## config.mk

```make
export PLATFORM = sky130hd
export DESIGN_NAME = rxq_top
export DESIGN_NICKNAME = d
export VERILOG_FILES = /design/src/rtl/rxq_pkg.sv /design/src/rtl/rxq_admit.sv /design/src/rtl/rxq_store.sv /design/src/rtl/rxq_status.sv /design/src/rtl/rxq_top.sv
export SDC_FILE = /design/constraint.sdc
export NUM_CORES = 1
export LEC_CHECK = 0
export ABC_AREA = 1
export BUFFER_PORTS_ARGS = -buffer_cell sky130_fd_sc_hd__buf_4
export CELL_PAD_IN_SITES_DETAIL_PLACEMENT = 0
export CELL_PAD_IN_SITES_GLOBAL_PLACEMENT = 1
export CORE_MARGIN = 4
export CORE_UTILIZATION = 44
export CTS_CLUSTER_SIZE = 8
export DETAILED_ROUTE_END_ITERATION = 7
export PLACE_DENSITY_LB_ADDON = 0.1
export SETUP_SLACK_MARGIN = 0.5
export SLEW_MARGIN = 15
export SYNTH_ARGS = -nofsm -noshare
export SYNTH_HDL_FRONTEND = slang
export SYNTH_SLANG_ARGS = --single-unit
export TNS_END_PERCENT = 50
```

## constraint.sdc

```tcl
create_clock -name clk -period 1.8 [get_ports clk]
set_input_delay 0.18 -clock clk [delete_from_list [all_inputs] [get_ports clk]]
set_output_delay 0.18 -clock clk [all_outputs]
set_load 0.01 [all_outputs]
```

## src/rtl/rxq_pkg.sv

```systemverilog
package rxq_pkg;
  localparam int unsigned RXQ_DATA_W = 8;

  // one queue entry: byte plus its receive error tags
  typedef struct packed {
    logic                  brk;
    logic                  ferr;
    logic                  perr;
    logic [RXQ_DATA_W-1:0] data;
  } rxq_entry_t;

  localparam int unsigned RXQ_ENTRY_W = $bits(rxq_entry_t);
endpackage

```

## src/rtl/rxq_admit.sv

```systemverilog
module rxq_admit
  import rxq_pkg::*;
(
  input  logic                  clk,
  input  logic                  rst_n,
  input  logic                  char_valid,
  input  logic [RXQ_DATA_W-1:0] char_data,
  input  logic                  char_perr,
  input  logic                  char_ferr,
  input  logic                  char_brk,
  input  logic                  full,
  input  logic                  pop,
  output logic                  push,
  output logic                  overrun_evt,
  output rxq_entry_t            entry
);
  logic brk_hold_q, brk_hold_d;
  logic push_req;

  always_comb begin
    // a repeated break frame is not a new character
    push_req    = char_valid && !(char_brk && brk_hold_q);
    push        = push_req && (!full || pop);
    overrun_evt = push_req && full && !pop;
    entry.brk   = char_brk;
    entry.ferr  = char_ferr;
    entry.perr  = char_perr;
    entry.data  = char_brk ? '0 : char_data;
    brk_hold_d  = brk_hold_q;
    if (char_valid) begin
      brk_hold_d = char_brk ? (brk_hold_q || push) : 1'b0;
    end
  end

  always_ff @(posedge clk or negedge rst_n) begin
    if (!rst_n) brk_hold_q <= 1'b0;
    else        brk_hold_q <= brk_hold_d;
  end
endmodule

```

## src/rtl/rxq_store.sv

```systemverilog
module rxq_store
  import rxq_pkg::*;
#(
  parameter int unsigned DEPTH = 16
) (
  input  logic         clk,
  input  logic         rst_n,
  input  logic         push,
  input  logic         pop,
  input  rxq_entry_t   wr_entry,
  output rxq_entry_t   head,
  output logic [$clog2(DEPTH+1)-1:0] count,
  output logic         full,
  output logic         empty
);
  localparam int unsigned AW = (DEPTH > 1) ? $clog2(DEPTH) : 1;
  localparam int unsigned CW = $clog2(DEPTH + 1);
  localparam logic [AW-1:0] LAST = AW'(DEPTH - 1);

  rxq_entry_t      mem [DEPTH];
  logic [AW-1:0]   wr_q, wr_d, rd_q, rd_d;
  logic [CW-1:0]   cnt_q, cnt_d;

  always_comb begin
    wr_d  = wr_q;
    rd_d  = rd_q;
    if (push) wr_d = (wr_q == LAST) ? '0 : wr_q + 1'b1;
    if (pop)  rd_d = (rd_q == LAST) ? '0 : rd_q + 1'b1;
    cnt_d = cnt_q + CW'(push) - CW'(pop);
  end

  always_ff @(posedge clk or negedge rst_n) begin
    if (!rst_n) begin
      wr_q  <= '0;
      rd_q  <= '0;
      cnt_q <= '0;
    end else begin
      wr_q  <= wr_d;
      rd_q  <= rd_d;
      cnt_q <= cnt_d;
    end
  end

  // storage carries no reset; the head is masked while empty
  always_ff @(posedge clk) begin
    if (push) mem[wr_q] <= wr_entry;
  end

  assign head  = mem[rd_q];
  assign count = cnt_q;
  assign full  = (cnt_q == CW'(DEPTH));
  assign empty = (cnt_q == '0);
endmodule

```

## src/rtl/rxq_status.sv

```systemverilog
module rxq_status #(
  parameter int unsigned DEPTH = 16
) (
  input  logic clk,
  input  logic rst_n,
  input  logic push,
  input  logic pop,
  input  logic in_err,
  input  logic head_err,
  input  logic overrun_evt,
  input  logic rd_status,
  output logic overrun,
  output logic fifo_err
);
  localparam int unsigned CW = $clog2(DEPTH + 1);

  logic [CW-1:0] ecnt_q, ecnt_d;
  logic          ovr_q, ovr_d, ferr_q, ferr_d;
  logic          err_in;

  always_comb begin
    err_in = push && in_err;
    ecnt_d = ecnt_q + CW'(err_in) - CW'(pop && head_err);
    // a new event wins over the clearing read
    ovr_d  = overrun_evt ? 1'b1 : (rd_status ? 1'b0 : ovr_q);
    if (err_in)                            ferr_d = 1'b1;
    else if (rd_status || ecnt_d == '0)    ferr_d = 1'b0;
    else                                   ferr_d = ferr_q;
  end

  always_ff @(posedge clk or negedge rst_n) begin
    if (!rst_n) begin
      ecnt_q <= '0;
      ovr_q  <= 1'b0;
      ferr_q <= 1'b0;
    end else begin
      ecnt_q <= ecnt_d;
      ovr_q  <= ovr_d;
      ferr_q <= ferr_d;
    end
  end

  assign overrun  = ovr_q;
  assign fifo_err = ferr_q;
endmodule

```

## src/rtl/rxq_top.sv

```systemverilog
module rxq_top
  import rxq_pkg::*;
#(
  parameter int unsigned DEPTH = 16
) (
  input  logic                        clk,
  input  logic                        rst_n,
  input  logic                        char_valid,
  input  logic [7:0]                  char_data,
  input  logic                        char_perr,
  input  logic                        char_ferr,
  input  logic                        char_brk,
  input  logic                        rd_data,
  input  logic                        rd_status,
  output logic [7:0]                  head_data,
  output logic                        st_ready,
  output logic                        st_overrun,
  output logic                        st_perr,
  output logic                        st_ferr,
  output logic                        st_brk,
  output logic                        st_fifo_err,
  output logic [$clog2(DEPTH+1)-1:0]  fill_count
);
  logic       rst_meta_q, rst_sync_q;
  logic       push, pop, overrun_evt, full, empty;
  rxq_entry_t wr_entry, head;

  // asynchronous assert, synchronous release
  always_ff @(posedge clk or negedge rst_n) begin
    if (!rst_n) begin
      rst_meta_q <= 1'b0;
      rst_sync_q <= 1'b0;
    end else begin
      rst_meta_q <= 1'b1;
      rst_sync_q <= rst_meta_q;
    end
  end

  assign pop = rd_data && !empty;

  rxq_admit u_admit (
    .clk(clk), .rst_n(rst_sync_q),
    .char_valid(char_valid), .char_data(char_data),
    .char_perr(char_perr), .char_ferr(char_ferr), .char_brk(char_brk),
    .full(full), .pop(pop),
    .push(push), .overrun_evt(overrun_evt), .entry(wr_entry)
  );

  rxq_store #(.DEPTH(DEPTH)) u_store (
    .clk(clk), .rst_n(rst_sync_q),
    .push(push), .pop(pop), .wr_entry(wr_entry),
    .head(head), .count(fill_count), .full(full), .empty(empty)
  );

  rxq_status #(.DEPTH(DEPTH)) u_status (
    .clk(clk), .rst_n(rst_sync_q),
    .push(push), .pop(pop),
    .in_err(wr_entry.perr || wr_entry.ferr || wr_entry.brk),
    .head_err(head.perr || head.ferr || head.brk),
    .overrun_evt(overrun_evt), .rd_status(rd_status),
    .overrun(st_overrun), .fifo_err(st_fifo_err)
  );

  assign st_ready  = !empty;
  assign head_data = empty ? 8'h00 : head.data;
  assign st_perr   = !empty && head.perr;
  assign st_ferr   = !empty && head.ferr;
  assign st_brk    = !empty && head.brk;
endmodule

```

==> results.cfg <==
[yosys]
yosys_warnings = 0
syn_area_per_cell_um2 = 11.6
synth_ff_type = edfxtp_1
synth_seq_area_share_pct = 68.5
ys_async_sr_fraction_pct = 11.6
ys_ff_latch = 199
syn-cell-area_mm2 = 0.00855
postSynthCellCount = 737
synth_cell_types = 37
syn_nets = 771
synth_edf_count = 176

[cts]
insertion_delay_ns = 0.44
cts-root-buf = clkbuf_16
clk_path_buf_depth = 2
cts_htree_levels = 4
cts_buffers = 17
numClockSinks = 199
clkTransAtPathRegs_ns = 0.07
tritoncts = done

[pwr]
vdd_ir_drop_max_uv = 934
power_leakage_nw = 4.34
p_per_area_mw_per_mm2 = 1600

[worst_setup_path]
path_cells = clkbuf_16, nand2_1, nand2_1, nand2_1, nand3_1, nand2_1, nor2_1, nor2_2, a21oi_2, ha_4, inv_4, ha_4, inv_2, fa_2, inv_2, nor3_2, nand3_1, nand3b_1, nand2_1
cp_slowest_cell = dfrtp_2
end_kind = flip-flop
crit_fanout = 7
criticalPathCategory = flip-flop to flip-flop
critPathLaunchType = flip-flop
crit_arrival_ns = 3.22
cp.required_ns = 2.12
crit_top_cell = nand2_1
slowest_delay_ns = 0.52
cp_num_buf_inv = 4
cp_top_family = simple AND/OR/NAND/NOR gates

[floorplanning]
die_height_um = 147
rows = 50
die-width_um = 147
core-area_mm2 = 0.0189
die_area_mm2 = 0.0217
ioPinCount = 35
floorplan.initialDensity_pct = 45.3

[timing]
slew_headroom_pct = 25.3
worst_pin_slew_ns = 1.12
min_period_ns = 2.91
finalSetupTns_ns = -23.44
rsz0062_at_grt = yes
drv_slew = 0
finClkSkew_ns = 0.00925
setup_viol = 185
fin_crit_sh_pct = 162
hold_violations = 0
fmax_mhz = 344
whs_ns = 0.0218
setup_slack_ns = -1.11

[layout]
syn2layout_area_growth_pct = 32.8
final_net_count = 900
fin_util_pct = 60.1
num_antenna_cells = 0
fillerInstances = 1531
final_area_mm2 = 0.0114
finalNonFillerCells = 1139
drive_above_1_share_pct = 29.1

[drt]
post_drt_wl_per_cell_um = 19.7
drtAntennaViolNets = 0
dr.pass1.iters = 5
drc = 0
first_iter_violations = 477
viasPerCell = 5.20
wirelength_mm = 22.4
num_vias = 5920

[place]
dp_hpwl_mm = 13.5
postPlaceCellArea_mm2 = 0.00997
port-buffer-count = 34
routabilityCongestion = 0.809
place_inst = 1076

[run]
drv_cap = 0

[global_route]
grt_overflow_total = 0
antenna_found_initial = 0
grt_max_degree = 41
grt_pass1_wl_mm = 33.5
first_global_vias = 5732
grt_usage_pct = 20.5

[worst_hold_path]
min_path_type = input pin to flip-flop

[run_status]
status = complete, but fails checks
failed_checks = negative setup slack
## report_power, final
group / switching (mW) / internal (mW)
Combinational: 4.59 / 3.88
Sequential: 0.253 / 5.54
Clock: 1.88 / 2.00
## path summary, 6_finish.rpt
kind | start | to | slack (ns) | depth (start not counted)
min in group asynchronous | rst_n | rst_meta_q$_DFF_PN0_ | 0.05 | 2
max in group asynchronous | rst_sync_q$_DFF_PN0_ | u_status.fifo_err$_DFFE_PN0P_ | 1.04 | 1
worst min-delay path | char_perr | u_status.fifo_err$_DFFE_PN0P_ | 0.02 | 3
worst min register to register | rst_sync_q$_DFF_PN0_ | u_status.overrun$_DFFE_PN0P_ | 0.19 | 0
worst max-delay path | u_store.rd_q[0]$_DFFE_PN0N_ | u_status.fifo_err$_DFFE_PN0P_ | -1.11 | 19
worst max register to register | u_store.rd_q[0]$_DFFE_PN0N_ | u_status.fifo_err$_DFFE_PN0P_ | -1.11 | 19
## cells by family after synthesis
family,after synthesis,share of synthesized area (%)
XOR/XNOR,11,1.13
flip-flops,199,68.5
AO/OA/AOI/OAI,135,8.87
AND/OR/NAND/NOR,264,12.3
adder cells (fa/ha/maj),18,2.81
buffers and inverters,109,6.32
other,1,0.0438
## worst register-to-register path: cells and delay by family, from the launching register on
kind | cells | cell delay [ns]
adders and majority gates | 3 | 0.87
and+or+nand+nor | 11 | 0.88
AOI/OAI and AO/OA | 1 | 0.18
buffers and inverters | 4 | 0.33
DFF | 1 | 0.52
## Yosys cell counts, types with 2 or more instances
master      n  area [um^2]
edfxtp_1  176         5290
nor2_1    124          465
nand2_1   101          379
o21ai_0    81          405
inv_1      70          263
nand3_1    32          160
dfrtp_1    23          576
o211ai_1   17          128
o22ai_1    17          106
ha_1       16          200
buf_2      14         70.1
buf_6      10          113
a21oi_1     9         45.0
xnor2_1     6         52.6
a31oi_1     5         31.3
buf_4       5         37.5
xor2_1      5         43.8
clkbuf_1    3         11.3
fa_1        2         40.0
inv_2       2         7.51
nor3_1      2         10.0
o21ai_1     2         10.0
## routing by layer
layer	up-vias	wire length, um	share of wire, %	track usage [%]
li1	2807	-	-	-
met1	2900	10100	45	29.3
met2	191	10700	48	32.4
met3	22	1290	5.8	3.95
met4	0	249	1.1	5.68
met5	-	0	0	0
## flip-flops by register name, indices dropped and copies added, names as in the netlist
signal              count
rst_sync_q              1
u_store.wr_q            4
u_store.count           5
u_status.overrun        1
rst_meta_q              1
u_status.fifo_err       1
u_store.rd_q            4
u_admit.brk_hold_q      1
u_store.mem           176
u_status.ecnt_q         5
## area by class of cell
class	instances	area [um^2]	share of cell area (%)
Sequential cell	199	5860	51.6
Multi-Input combinational cell	429	2570	22.6
Timing Repair Buffer	145	1700	14.9
Clock buffer	17	425	3.74
Tap cell	260	325	2.86
Inverter	74	300	2.64
Clock inverter	15	183	1.61
## layout by cell type (no fill, tap or decap), types with 3 or more instances in the layout
master and count:
a21oi_1 5, a21oi_2 5, a31oi_2 3, buf_12 29, buf_16 3, buf_4 87
buf_6 15, clkbuf_16 23, clkinv_8 3, dfrtp_1 21, dlygate4sd3_1 3, edfxtp_1 176
ha_1 10, ha_4 6, inv_1 59, inv_2 9, inv_4 3, inv_8 7
nand2_1 92, nand2_2 4, nand2_4 3, nand2_8 4, nand3_1 31, nor2_1 97
nor2_2 8, nor2_4 20, o211ai_1 17, o21ai_0 60, o21ai_1 19, o21ai_2 5
o22ai_1 17, xnor2_1 3, xnor2_2 3, xor2_1 5
## through the flow
stage	power, mW	setup WS (ns)
after detailed placement	13.0	-1.03
after floorplan	10.3	-0.871
after CTS	17.4	-1.03
final	18.1	-1.11
after global routing	19.3	-1.26
after global placement	12.9	-1.02
## timing repair
item / CTS / global route
endpoints found under the hold margin: 4 / 0
pin swaps: 8 / 23
endpoints found under the setup margin: 306 / 325
hold buffers: 3 / 0
buffers inserted: 11 / 8
resized for setup: 60 / 48
gates cloned: 3 / 6
Power figures use the tool's default switching activity.
